## config.mk

```make
export PLATFORM = sky130hd
export DESIGN_NAME = vram_rect_xfer
export DESIGN_NICKNAME = d
export VERILOG_FILES = /design/src/rtl/vrt_pkg.sv /design/src/rtl/vrt_hdr_dec.sv /design/src/rtl/vrt_walker.sv /design/src/rtl/vrt_copier.sv /design/src/rtl/vram_rect_xfer.sv
export SDC_FILE = /design/constraint.sdc
export NUM_CORES = 1
export LEC_CHECK = 0
export BUFFER_PORTS_ARGS = -buffer_cell sky130_fd_sc_hd__buf_2
export CORE_AREA = 2 2 210 212
export CTS_CLUSTER_SIZE = 16
export DETAILED_ROUTE_END_ITERATION = 10
export DIE_AREA = 0 0 212 214
export GPL_TIMING_DRIVEN = 0
export PLACE_DENSITY = 0.64
export SLEW_MARGIN = 10
export SYNTH_ARGS = -nofsm -noshare
export SYNTH_HDL_FRONTEND = slang
export SYNTH_HIERARCHICAL = 1
export SYNTH_SLANG_ARGS = --single-unit
```

## constraint.sdc

```tcl
create_clock -name clk -period 5.9 [get_ports clk]
set_clock_uncertainty 0.15 [all_clocks]
set_input_delay 1.18 -clock clk [delete_from_list [all_inputs] [get_ports clk]]
set_output_delay 1.18 -clock clk [all_outputs]
set_load 0.02 [all_outputs]
```

## src/rtl/vrt_pkg.sv

```systemverilog
package vrt_pkg;
   typedef enum logic [1:0] {
      OP_WRITE = 2'd0,
      OP_READ  = 2'd1,
      OP_COPY  = 2'd2,
      OP_NONE  = 2'd3
   } vrt_op_e;
endpackage

```

## src/rtl/vrt_hdr_dec.sv

```systemverilog
// Extracts start coordinates and decoded extent from a header pair.
module vrt_hdr_dec #(
   parameter int XW   = 10,
   parameter int YW   = 9,
   parameter int YOFS = 16
) (
   input  logic [31:0]   pos,
   input  logic [31:0]   size,
   output logic [XW-1:0] x,
   output logic [YW-1:0] y,
   output logic [XW:0]   w,
   output logic [YW:0]   h
);
   logic [XW-1:0] w_m1;
   logic [YW-1:0] h_m1;

   assign x    = pos[XW-1:0];
   assign y    = pos[YOFS +: YW];
   assign w_m1 = size[XW-1:0] - 1'b1;
   assign h_m1 = size[YOFS +: YW] - 1'b1;
   assign w    = {1'b0, w_m1} + 1'b1;
   assign h    = {1'b0, h_m1} + 1'b1;
endmodule

```

## src/rtl/vrt_walker.sv

```systemverilog
// Host-word raster walker: two pixels per accepted word.
module vrt_walker #(
   parameter int XW = 10,
   parameter int YW = 9,
   parameter int PW = 16
) (
   input  logic             clk,
   input  logic             rst_n,
   input  logic             start,
   input  logic             kill,
   input  logic             rd_mode,
   input  logic             mask,
   input  logic [XW-1:0]    x0_i,
   input  logic [YW-1:0]    y0_i,
   input  logic [XW:0]      w_i,
   input  logic [YW:0]      h_i,
   input  logic             word_valid,
   input  logic [2*PW-1:0]  word_data,
   output logic             a_en,
   output logic             a_we,
   output logic [XW+YW-1:0] a_addr,
   output logic [PW-1:0]    a_wdata,
   output logic             b_en,
   output logic             b_we,
   output logic [XW+YW-1:0] b_addr,
   output logic [PW-1:0]    b_wdata,
   output logic             active,
   output logic             fin
);
   typedef struct packed {
      logic [XW:0]   off;
      logic [YW-1:0] y;
      logic [YW:0]   hl;
   } wpos_t;

   function automatic wpos_t step(wpos_t p, logic [XW:0] wid);
      wpos_t n;
      n = p;
      if (p.off == wid - 1'b1) begin
         n.off = '0;
         n.y   = p.y + 1'b1;
         n.hl  = p.hl - 1'b1;
      end else begin
         n.off = p.off + 1'b1;
      end
      return n;
   endfunction

   logic          act_q, rd_q, msk_q;
   logic [XW-1:0] x0_q;
   logic [XW:0]   w_q;
   wpos_t         cur_q, p1, p2;
   logic          fire;

   assign p1   = step(cur_q, w_q);
   assign p2   = step(p1, w_q);
   assign fire = act_q & word_valid & ~kill;
   assign fin  = fire & ((p1.hl == '0) | (p2.hl == '0));

   assign a_en    = fire;
   assign a_we    = ~rd_q;
   assign a_addr  = {cur_q.y, x0_q + cur_q.off[XW-1:0]};
   assign a_wdata = {word_data[PW-1] | msk_q, word_data[PW-2:0]};
   assign b_en    = fire & (p1.hl != '0);
   assign b_we    = ~rd_q;
   assign b_addr  = {p1.y, x0_q + p1.off[XW-1:0]};
   assign b_wdata = {word_data[2*PW-1] | msk_q, word_data[2*PW-2:PW]};
   assign active  = act_q;

   always_ff @(posedge clk or negedge rst_n) begin
      if (!rst_n) begin
         act_q <= 1'b0;
         rd_q  <= 1'b0;
         msk_q <= 1'b0;
         x0_q  <= '0;
         w_q   <= '0;
         cur_q <= '0;
      end else if (kill) begin
         act_q     <= start;
         rd_q      <= rd_mode;
         msk_q     <= mask & ~rd_mode;
         x0_q      <= x0_i;
         w_q       <= w_i;
         cur_q.off <= '0;
         cur_q.y   <= y0_i;
         cur_q.hl  <= h_i;
      end else if (fire) begin
         cur_q <= p2;
         if (fin) act_q <= 1'b0;
      end
   end
endmodule

```

## src/rtl/vrt_copier.sv

```systemverilog
// Rectangle copy engine: read on lane A, write on lane B one cycle later.
module vrt_copier #(
   parameter int XW = 10,
   parameter int YW = 9,
   parameter int PW = 16
) (
   input  logic             clk,
   input  logic             rst_n,
   input  logic             start,
   input  logic             kill,
   input  logic             mask,
   input  logic [XW-1:0]    sx_i,
   input  logic [YW-1:0]    sy_i,
   input  logic [XW-1:0]    dx_i,
   input  logic [YW-1:0]    dy_i,
   input  logic [XW:0]      w_i,
   input  logic [YW:0]      h_i,
   input  logic [PW-1:0]    rdata,
   output logic             a_en,
   output logic [XW+YW-1:0] a_addr,
   output logic             b_en,
   output logic [XW+YW-1:0] b_addr,
   output logic [PW-1:0]    b_wdata,
   output logic             active,
   output logic             fin
);
   localparam int AW = XW + YW;

   logic          rd_go_q, desc_q, msk_q;
   logic [XW-1:0] sx_q, dx_q;
   logic [YW-1:0] sy_q, dy_q;
   logic [XW:0]   w_q, col_q, xo_full;
   logic [YW:0]   h_q, row_q;
   logic          pv_q, plast_q;
   logic [AW-1:0] paddr_q, dst_addr;
   logic [XW-1:0] xo;
   logic          row_end, last_px, desc_in;

   assign xo_full  = desc_q ? (w_q - 1'b1 - col_q) : col_q;
   assign xo       = xo_full[XW-1:0];
   assign row_end  = (col_q == w_q - 1'b1);
   assign last_px  = row_end & (row_q == h_q - 1'b1);
   assign a_addr   = {sy_q + row_q[YW-1:0], sx_q + xo};
   assign dst_addr = {dy_q + row_q[YW-1:0], dx_q + xo};
   assign desc_in  = ({1'b0, sx_i} < {1'b0, dx_i}) && ({1'b0, dx_i} < ({1'b0, sx_i} + w_i));

   assign a_en    = rd_go_q & ~kill;
   assign b_en    = pv_q & ~kill;
   assign b_addr  = paddr_q;
   assign b_wdata = {rdata[PW-1] | msk_q, rdata[PW-2:0]};
   assign fin     = pv_q & plast_q & ~kill;
   assign active  = rd_go_q | pv_q;

   always_ff @(posedge clk or negedge rst_n) begin
      if (!rst_n) begin
         rd_go_q <= 1'b0;
         desc_q  <= 1'b0;
         msk_q   <= 1'b0;
         sx_q    <= '0;
         sy_q    <= '0;
         dx_q    <= '0;
         dy_q    <= '0;
         w_q     <= '0;
         h_q     <= '0;
         col_q   <= '0;
         row_q   <= '0;
         pv_q    <= 1'b0;
         plast_q <= 1'b0;
         paddr_q <= '0;
      end else if (kill) begin
         rd_go_q <= start;
         desc_q  <= desc_in;
         msk_q   <= mask;
         sx_q    <= sx_i;
         sy_q    <= sy_i;
         dx_q    <= dx_i;
         dy_q    <= dy_i;
         w_q     <= w_i;
         h_q     <= h_i;
         col_q   <= '0;
         row_q   <= '0;
         pv_q    <= 1'b0;
      end else begin
         pv_q <= rd_go_q;
         if (rd_go_q) begin
            paddr_q <= dst_addr;
            plast_q <= last_px;
            if (last_px) rd_go_q <= 1'b0;
            if (row_end) begin
               col_q <= '0;
               row_q <= row_q + 1'b1;
            end else begin
               col_q <= col_q + 1'b1;
            end
         end
      end
   end
endmodule

```

## src/rtl/vram_rect_xfer.sv

```systemverilog
module vram_rect_xfer #(
   parameter int XW      = 10,
   parameter int YW      = 9,
   parameter int PW      = 16,
   parameter int YOFS    = 16,
   parameter int COPY_EN = 1
) (
   input  logic             clk,
   input  logic             rst_n,
   input  logic             hdr_valid,
   input  logic [1:0]       hdr_op,
   input  logic [31:0]      hdr_pos,
   input  logic [31:0]      hdr_size,
   input  logic [31:0]      hdr_dst,
   input  logic             mask_en,
   input  logic             word_valid,
   input  logic [2*PW-1:0]  word_data,
   output logic             a_en,
   output logic             a_we,
   output logic [XW+YW-1:0] a_addr,
   output logic [PW-1:0]    a_wdata,
   input  logic [PW-1:0]    a_rdata,
   output logic             b_en,
   output logic             b_we,
   output logic [XW+YW-1:0] b_addr,
   output logic [PW-1:0]    b_wdata,
   output logic             busy,
   output logic             done,
   output logic             img_ready,
   output logic             fb_dirty,
   input  logic             dirty_ack
);
   import vrt_pkg::*;
   localparam int AW = XW + YW;

   if (XW < 2 || XW > YOFS) begin : g_bad_xw
      $error("XW must lie in 2..YOFS");
   end
   if (YW < 1 || YOFS + YW > 32) begin : g_bad_yw
      $error("row field must fit in 32 bits");
   end
   if (PW < 2) begin : g_bad_pw
      $error("PW must be at least 2");
   end

   vrt_op_e       op;
   logic [XW-1:0] sx, dx;
   logic [YW-1:0] sy, dy;
   logic [XW:0]   w;
   logic [YW:0]   h;
   logic          same_pos, noop, wk_start, cp_start;

   vrt_hdr_dec #(.XW(XW), .YW(YW), .YOFS(YOFS)) u_dec (
      .pos(hdr_pos), .size(hdr_size), .x(sx), .y(sy), .w(w), .h(h)
   );

   assign op       = vrt_op_e'(hdr_op);
   assign dx       = hdr_dst[XW-1:0];
   assign dy       = hdr_dst[YOFS +: YW];
   assign same_pos = (sx == dx) && (sy == dy);
   assign noop     = (COPY_EN != 0) && (op == OP_COPY) && same_pos && !mask_en;
   assign wk_start = hdr_valid && (op == OP_WRITE || op == OP_READ);
   assign cp_start = hdr_valid && (op == OP_COPY) && !noop;

   logic          wk_a_en, wk_a_we, wk_b_en, wk_b_we, wk_act, wk_fin;
   logic [AW-1:0] wk_a_addr, wk_b_addr;
   logic [PW-1:0] wk_a_wdata, wk_b_wdata;

   vrt_walker #(.XW(XW), .YW(YW), .PW(PW)) u_walk (
      .clk(clk), .rst_n(rst_n), .start(wk_start), .kill(hdr_valid),
      .rd_mode(op == OP_READ), .mask(mask_en),
      .x0_i(sx), .y0_i(sy), .w_i(w), .h_i(h),
      .word_valid(word_valid), .word_data(word_data),
      .a_en(wk_a_en), .a_we(wk_a_we), .a_addr(wk_a_addr), .a_wdata(wk_a_wdata),
      .b_en(wk_b_en), .b_we(wk_b_we), .b_addr(wk_b_addr), .b_wdata(wk_b_wdata),
      .active(wk_act), .fin(wk_fin)
   );

   logic          cp_a_en, cp_b_en, cp_act, cp_fin;
   logic [AW-1:0] cp_a_addr, cp_b_addr;
   logic [PW-1:0] cp_b_wdata;

   if (COPY_EN != 0) begin : g_copy
      vrt_copier #(.XW(XW), .YW(YW), .PW(PW)) u_copy (
         .clk(clk), .rst_n(rst_n), .start(cp_start), .kill(hdr_valid),
         .mask(mask_en), .sx_i(sx), .sy_i(sy), .dx_i(dx), .dy_i(dy),
         .w_i(w), .h_i(h), .rdata(a_rdata),
         .a_en(cp_a_en), .a_addr(cp_a_addr),
         .b_en(cp_b_en), .b_addr(cp_b_addr), .b_wdata(cp_b_wdata),
         .active(cp_act), .fin(cp_fin)
      );
   end else begin : g_nocopy
      assign cp_a_en    = 1'b0;
      assign cp_a_addr  = '0;
      assign cp_b_en    = 1'b0;
      assign cp_b_addr  = '0;
      assign cp_b_wdata = '0;
      assign cp_act     = 1'b0;
      assign cp_fin     = 1'b0;
   end

   assign a_en    = wk_a_en | cp_a_en;
   assign a_we    = wk_a_en & wk_a_we;
   assign a_addr  = wk_a_en ? wk_a_addr : cp_a_addr;
   assign a_wdata = wk_a_wdata;
   assign b_en    = wk_b_en | cp_b_en;
   assign b_we    = wk_b_en ? wk_b_we : cp_b_en;
   assign b_addr  = wk_b_en ? wk_b_addr : cp_b_addr;
   assign b_wdata = wk_b_en ? wk_b_wdata : cp_b_wdata;
   assign busy    = wk_act | cp_act;

   always_ff @(posedge clk or negedge rst_n) begin
      if (!rst_n) begin
         done      <= 1'b0;
         img_ready <= 1'b0;
         fb_dirty  <= 1'b0;
      end else begin
         done <= wk_fin | cp_fin | (hdr_valid & noop);
         if (hdr_valid)   img_ready <= wk_start & (op == OP_READ);
         else if (wk_fin) img_ready <= 1'b0;
         if ((wk_fin & ~img_ready) | cp_fin) fb_dirty <= 1'b1;
         else if (dirty_ack)                 fb_dirty <= 1'b0;
      end
   end
endmodule

```

Word level (Yosys, flattened, before mapping)

Cells that the tools add are included.
W data, S select, Z words.

Bits of input ports: 152
Register bits after elaboration: 140
Word-level logic and storage cells: 133

Equal/unequal tests: 8
Multiplexer cells: 27
Bitwise operators: 29
$add $sub $neg: 22
$lt $le $gt $ge: 2
Reductions and logical operators: 22

Operators with widths:

| cell                    | count |
|---|---|
| $mux W19                | 4 |
| $mux W30                | 2 |
| $mux W11                | 5 |
| $add A10 B10 Y10        | 4 |
| $mux W10                | 4 |
| $sub A10 B1 Y10 const B | 4 |
| $add A11 B1 Y11 const B | 3 |
| $eq A11 B11 Y1          | 3 |
| $eq A10 B10 Y1          | 2 |
| $logic_not A10 Y1       | 2 |
| $add A9 B1 Y9 const B   | 2 |
| $add A9 B9 Y9           | 2 |
| $mux W16                | 1 |
| $and A1 B1 Y1           | 14 |
| $add A10 B1 Y11 const B | 1 |
| $add A10 B11 Y11        | 1 |
| $lt A10 B11 Y1          | 1 |
| $mux W1                 | 11 |
| $or A1 B1 Y1            | 11 |
| $sub A11 B1 Y11 const B | 1 |
| $add A10 B1 Y10 const B | 1 |
| $add A9 B1 Y10 const B  | 1 |
| $lt A10 B10 Y1          | 1 |
| $reduce_bool A10 Y1     | 1 |
| 12 further kinds        | 28 |

Logic depth before layout (Yosys ltp)

Depth in word-level cells: 11
Gate-level depth with buffers: 23
Depth with buffers taken out: 20

Hierarchy

The synthesis kept the hierarchy.

Modules (own cells, without submodules):

| module         | cells an instance | times used | area each (um^2) |
|---|---|---|---|
| vrt_copier     | 748               | 1          | 7300.8 |
| vrt_walker     | 673               | 1          | 5552.8 |
| vram_rect_xfer | 105               | 1          | 1029.7 |
| vrt_hdr_dec    | 139               | 1          | 1013.5 |

Worst setup path after synthesis

No wires, ideal clock.

Kind: reg2out
Start: reg u_walk.w_q[0]
End: out b_addr[9]
Arrival: 4.306 ns
Slack: 0.264 ns
Stages on the path, launching flop included: 22
Cell sequence: dfrtp_1 > inv_1 > ha_1 > nor2b_1 > clkbuf_1 > and2_1 > xnor2_1 > o2111ai_1 > nor3_2 > buf_2 > buf_1 > nor2_1 > ha_1 > a21oi_1 > o21bai_1 > a21oi_1 > o21bai_1 > a21oi_1 > o21bai_1 > a21oi_1 > xnor2_1 > mux2_2

Elaborated cells on any way between the ends: 8

RTL lines:

| item                     | RTL line              | text |
|---|---|---|
| start: declaration       | vrt_walker.sv:51      | `logic [XW:0] w_q;` |
| start signal: assignment | vrt_walker.sv:83      | `w_q <= w_i;` |
| $sub A11 B1 Y11          | vrt_walker.sv:39      | `if (p.off == wid - 1'b1) begin` |
| $eq A11 B11 Y1           | vrt_walker.sv:39      |  |
| $mux W11                 | vrt_walker.sv:39      |  |
| $add A10 B10 Y10         | vrt_walker.sv:66      | `assign b_addr = {p1.y, x0_q + p1.off[XW-1:0]};` |
| named net wk_b_addr[9]   | vram_rect_xfer.sv:66  | `logic [AW-1:0] wk_a_addr, wk_b_addr;` |
| $mux W19                 | vram_rect_xfer.sv:108 | `assign b_addr = wk_b_en ? wk_b_addr : cp_b_addr;` |
| end: declaration         | vram_rect_xfer.sv:25  | `output logic [XW+YW-1:0] b_addr,` |

The timed path passes the listed nets, and every way through them passes these cells.

Worst setup path in the final report

Start: reg u_walk.w_q[0]
End: out b_addr[8]

Same word-level chain as after synthesis.

==> flow_metrics.py <==
metrics = {
    "outcome": {
        "outcome": "complete, but fails checks",
        "failed_checks": "setup timing",
    },
    "worst_setup_path": {
        "cp_common_cell": "buf_6",
        "worstPathArrival_ns": 4.64,
        "crit_family": "compound AO/OA/AOI/OAI gates",
        "worstPathMaxFanout": 5,
        "critPathMaxStageDelay_ns": 0.43,
        "cpMaxStageDelayCell": "dfrtp_1",
        "critPathBufInv": 6,
        "cp-end-kind": "output pin",
        "crit_path_start_kind": "register",
        "critPathRequiredTime_ns": 4.57,
        "crit_chain": "buf_6 > or3_4 > o211a_4 > a2111oi_4 > buf_4 > o2111ai_4 > nor3_4 > buf_6 > buf_8 > nor2_1 > ha_1 > buf_6 > a21oi_4 > o21bai_1 > a21oi_1 > o21bai_2 > a21o_1 > a21oi_2 > xnor2_1 > mux2_4 > buf_6",
        "crit_type": "register to output pin",
    },
    "synth": {
        "ys_top_cells_by_area": "dfrtp_1 (27%), mux2_2 (9.9%), ha_1 (8.7%)",
        "ys.flop_type": "dfrtp_1",
        "syn-instance-count": 1665,
        "avgSynthCellArea_um2": 8.95,
        "yosysTopAreaCellShare_pct": 27.0,
        "synth_warnings": 6,
        "ys_types": 89,
        "synth_edf_count": 0,
        "ys_seq_area_share_pct": 27.0,
        "synth-seq-cells": 161,
        "syn_area_um2": 14900,
        "synth_largest_area_cell": "dfrtp_1",
        "synth_nets": 1929,
        "async_reset_ff_share_pct": 100,
    },
    "drt": {
        "antenna_left": 0,
        "via_per_inst": 5.31,
        "drt_iter0_drc": 765,
        "vias": 13000,
        "drt_wl_total_um": 47500,
        "drcViolationCount": 0,
        "first_pass_iters": 5,
        "wl_per_cell_um": 19.4,
    },
    "floorplanning": {
        "start_util_pct": 34.7,
        "die_h_um": 214,
        "fp-row-count": 76,
        "die_w_um": 212,
        "io_pins": 230,
        "die_area_um2": 45400,
        "fp.coreArea_um2": 42900,
    },
    "global_routing": {
        "grt_pass1_wl_um": 73200,
        "grt_overflow": 0,
        "grt_usage_pct": 20.8,
        "grt_antenna_before_repair": 7,
        "grt_pass1_vias": 13000,
        "grt_max_degree": 105,
    },
    "cells_and_area": {
        "drive_gt1_share_pct": 28.3,
        "nets": 2115,
        "layout_commonest_cell": "dfrtp_1",
        "layout_common_cells": "dfrtp_1 (160), nand2_1 (133), buf_4 (128)",
        "area_growth_pct": 19.4,
        "stdcell_count": 2451,
    },
    "pwr": {
        "p_seq_share_pct": 30.7,
        "ir_worst_vdd_mv": 0.190,
        "power_w": 0.00444,
        "leakage_nw": 7.78,
        "pwr-share-comb_pct": 43.7,
        "p_clk_share_pct": 25.6,
        "p_per_area_nw_per_um2": 250,
        "p_sw_w": 0.00170,
        "intPower_w": 0.00275,
        "netSwitchingFraction_pct": 38.2,
    },
    "sta": {
        "period_minus_slack_ns": 5.97,
        "setup_ws_ns": -0.0705,
        "grt_setup_unrepaired": "yes",
        "drv_slew": 0,
        "finalSetupViolCount": 2,
        "final.setup.tns_ns": -0.0879,
        "worstMarginPinSlew_ns": 1.07,
        "fmax_mhz": 167,
        "hold_violations": 0,
        "slew_headroom_pct": 28.5,
        "fin_crit_sh_pct": 101,
    },
    "place": {
        "hpwl_um": 36900,
        "portBuffers": 121,
        "dp_cells": 2372,
        "pre_cts_ws_ns": -1.29,
        "gp_congestion": 0.920,
    },
    "job": {
        "cap_violations": 0,
    },
    "cts": {
        "root_buffer": "clkbuf_16",
        "cts_sinks": 161,
        "cts_buffer_depth": 2,
        "clkSlewWorstSetupHoldPaths_ns": 0.07,
        "cts_buffers": 17,
        "ctsHoldBuffers": 0,
        "clock_latency_ns": 0.43,
        "ctsHtreeMaxLevel": 4,
        "cts_tree": "yes",
    },
    "hold_path": {
        "hold_path_class": "register to register",
    },
}
-- cell families after synthesis --
family          share of synthesized area, %
flops                                   27.0
simple gates                            17.4
fa+ha+maj                               9.81
compound gates                          14.1
buf+inv                                 7.69
xor+xnor                                13.0
mux                                     11.0
-- timing repair --
item | CTS | global route
setup endpoints to repair | 39 | 39
setup buffers | 37 | 16
resized for setup | 76 | 52
pin swaps | 26 | 22
-- power groups by stage --
stage / Combinational (W) / Sequential (W) / Clock [W]
final: 0.00194 / 0.00136 / 0.00114
after global routing: 0.00210 / 0.00138 / 0.00120
after CTS: 0.00188 / 0.00136 / 0.00116
after detailed placement: 0.00178 / 0.00137 / 0
after global placement: 0.00175 / 0.00136 / 0
after floorplan: 0.00127 / 0.00133 / 0
-- synth_stat cells, drive strengths merged (41+ instances only) --
cell,instances
xor2,92
clkbuf,43
ha,104
nor3,41
mux2,131
xnor2,126
dfrtp,161
nand2,134
o21ai,95
nor2,102
a21oi,76
inv,78
buf,100
-- metal layers --
metal	share of wire [%]	GRT usage (%)
met5	0.097	0
met4	3.5	8.94
met3	4.8	3.83
met2	50	36.2
met1	42	25.0
-- stage by stage --
stage	cell area (um2)	hold slack, ns	util, %
after floorplan	14900	0.292	-
after global routing	17800	0.356	41.5
after CTS	17500	0.331	40.7
final	17800	0.333	41.5
after detailed placement	16300	0.316	37.9
after global placement	16200	0.308	37.9
-- worst min-delay path: cells and delay by family (launching register included) --
kind | cells | cell delay, ns
AND/OR/NAND/NOR | 1 | 0.05
flip-flops | 1 | 0.34
AO/OA/AOI/OAI | 1 | 0.06
-- registers in the layout, indices dropped and copies added (netlist names), 11 cells and up --
name,cells
u_walk/cur_q,21
g_copy.u_copy/b_addr,19
g_copy.u_copy/col_q,11
g_copy.u_copy/w_q,11
u_walk/w_q,11
-- final timing paths --
kind | start | endpoint | slack (ns) | cells past startpoint
worst min register to register | g_copy.u_copy/b_addr[4]$_DFFE_PN0P_ | g_copy.u_copy/b_addr[4]$_DFFE_PN0P_ | 0.33 | 2
min in group asynchronous | rst_n | g_copy.u_copy/msk_q$_DFFE_PN0P_ | 0.51 | 1
worst max register to register | u_walk/w_q[0]$_DFFE_PN0P_ | fb_dirty$_DFFE_PN0P_ | 0.84 | 17
max in group asynchronous | rst_n | u_walk/w_q[4]$_DFFE_PN0P_ | 4.15 | 2
worst min-delay path | g_copy.u_copy/b_addr[4]$_DFFE_PN0P_ | g_copy.u_copy/b_addr[4]$_DFFE_PN0P_ | 0.33 | 2
worst max-delay path | u_walk/w_q[0]$_DFFE_PN0P_ | b_addr[8] | -0.07 | 21
-- layout make-up --
type | count | area, um2
multi-input combinational | 1283 | 10100
clock inverter | 10 | 136
sequential | 161 | 4030
tap | 585 | 732
antenna | 3 | 7.51
timing repair buffer | 175 | 1090
fill | 4228 | 25100
clock buffer | 21 | 450
buffer | 135 | 893
inverter | 78 | 293
No activity file was read; power rests on OpenSTA's default activity.
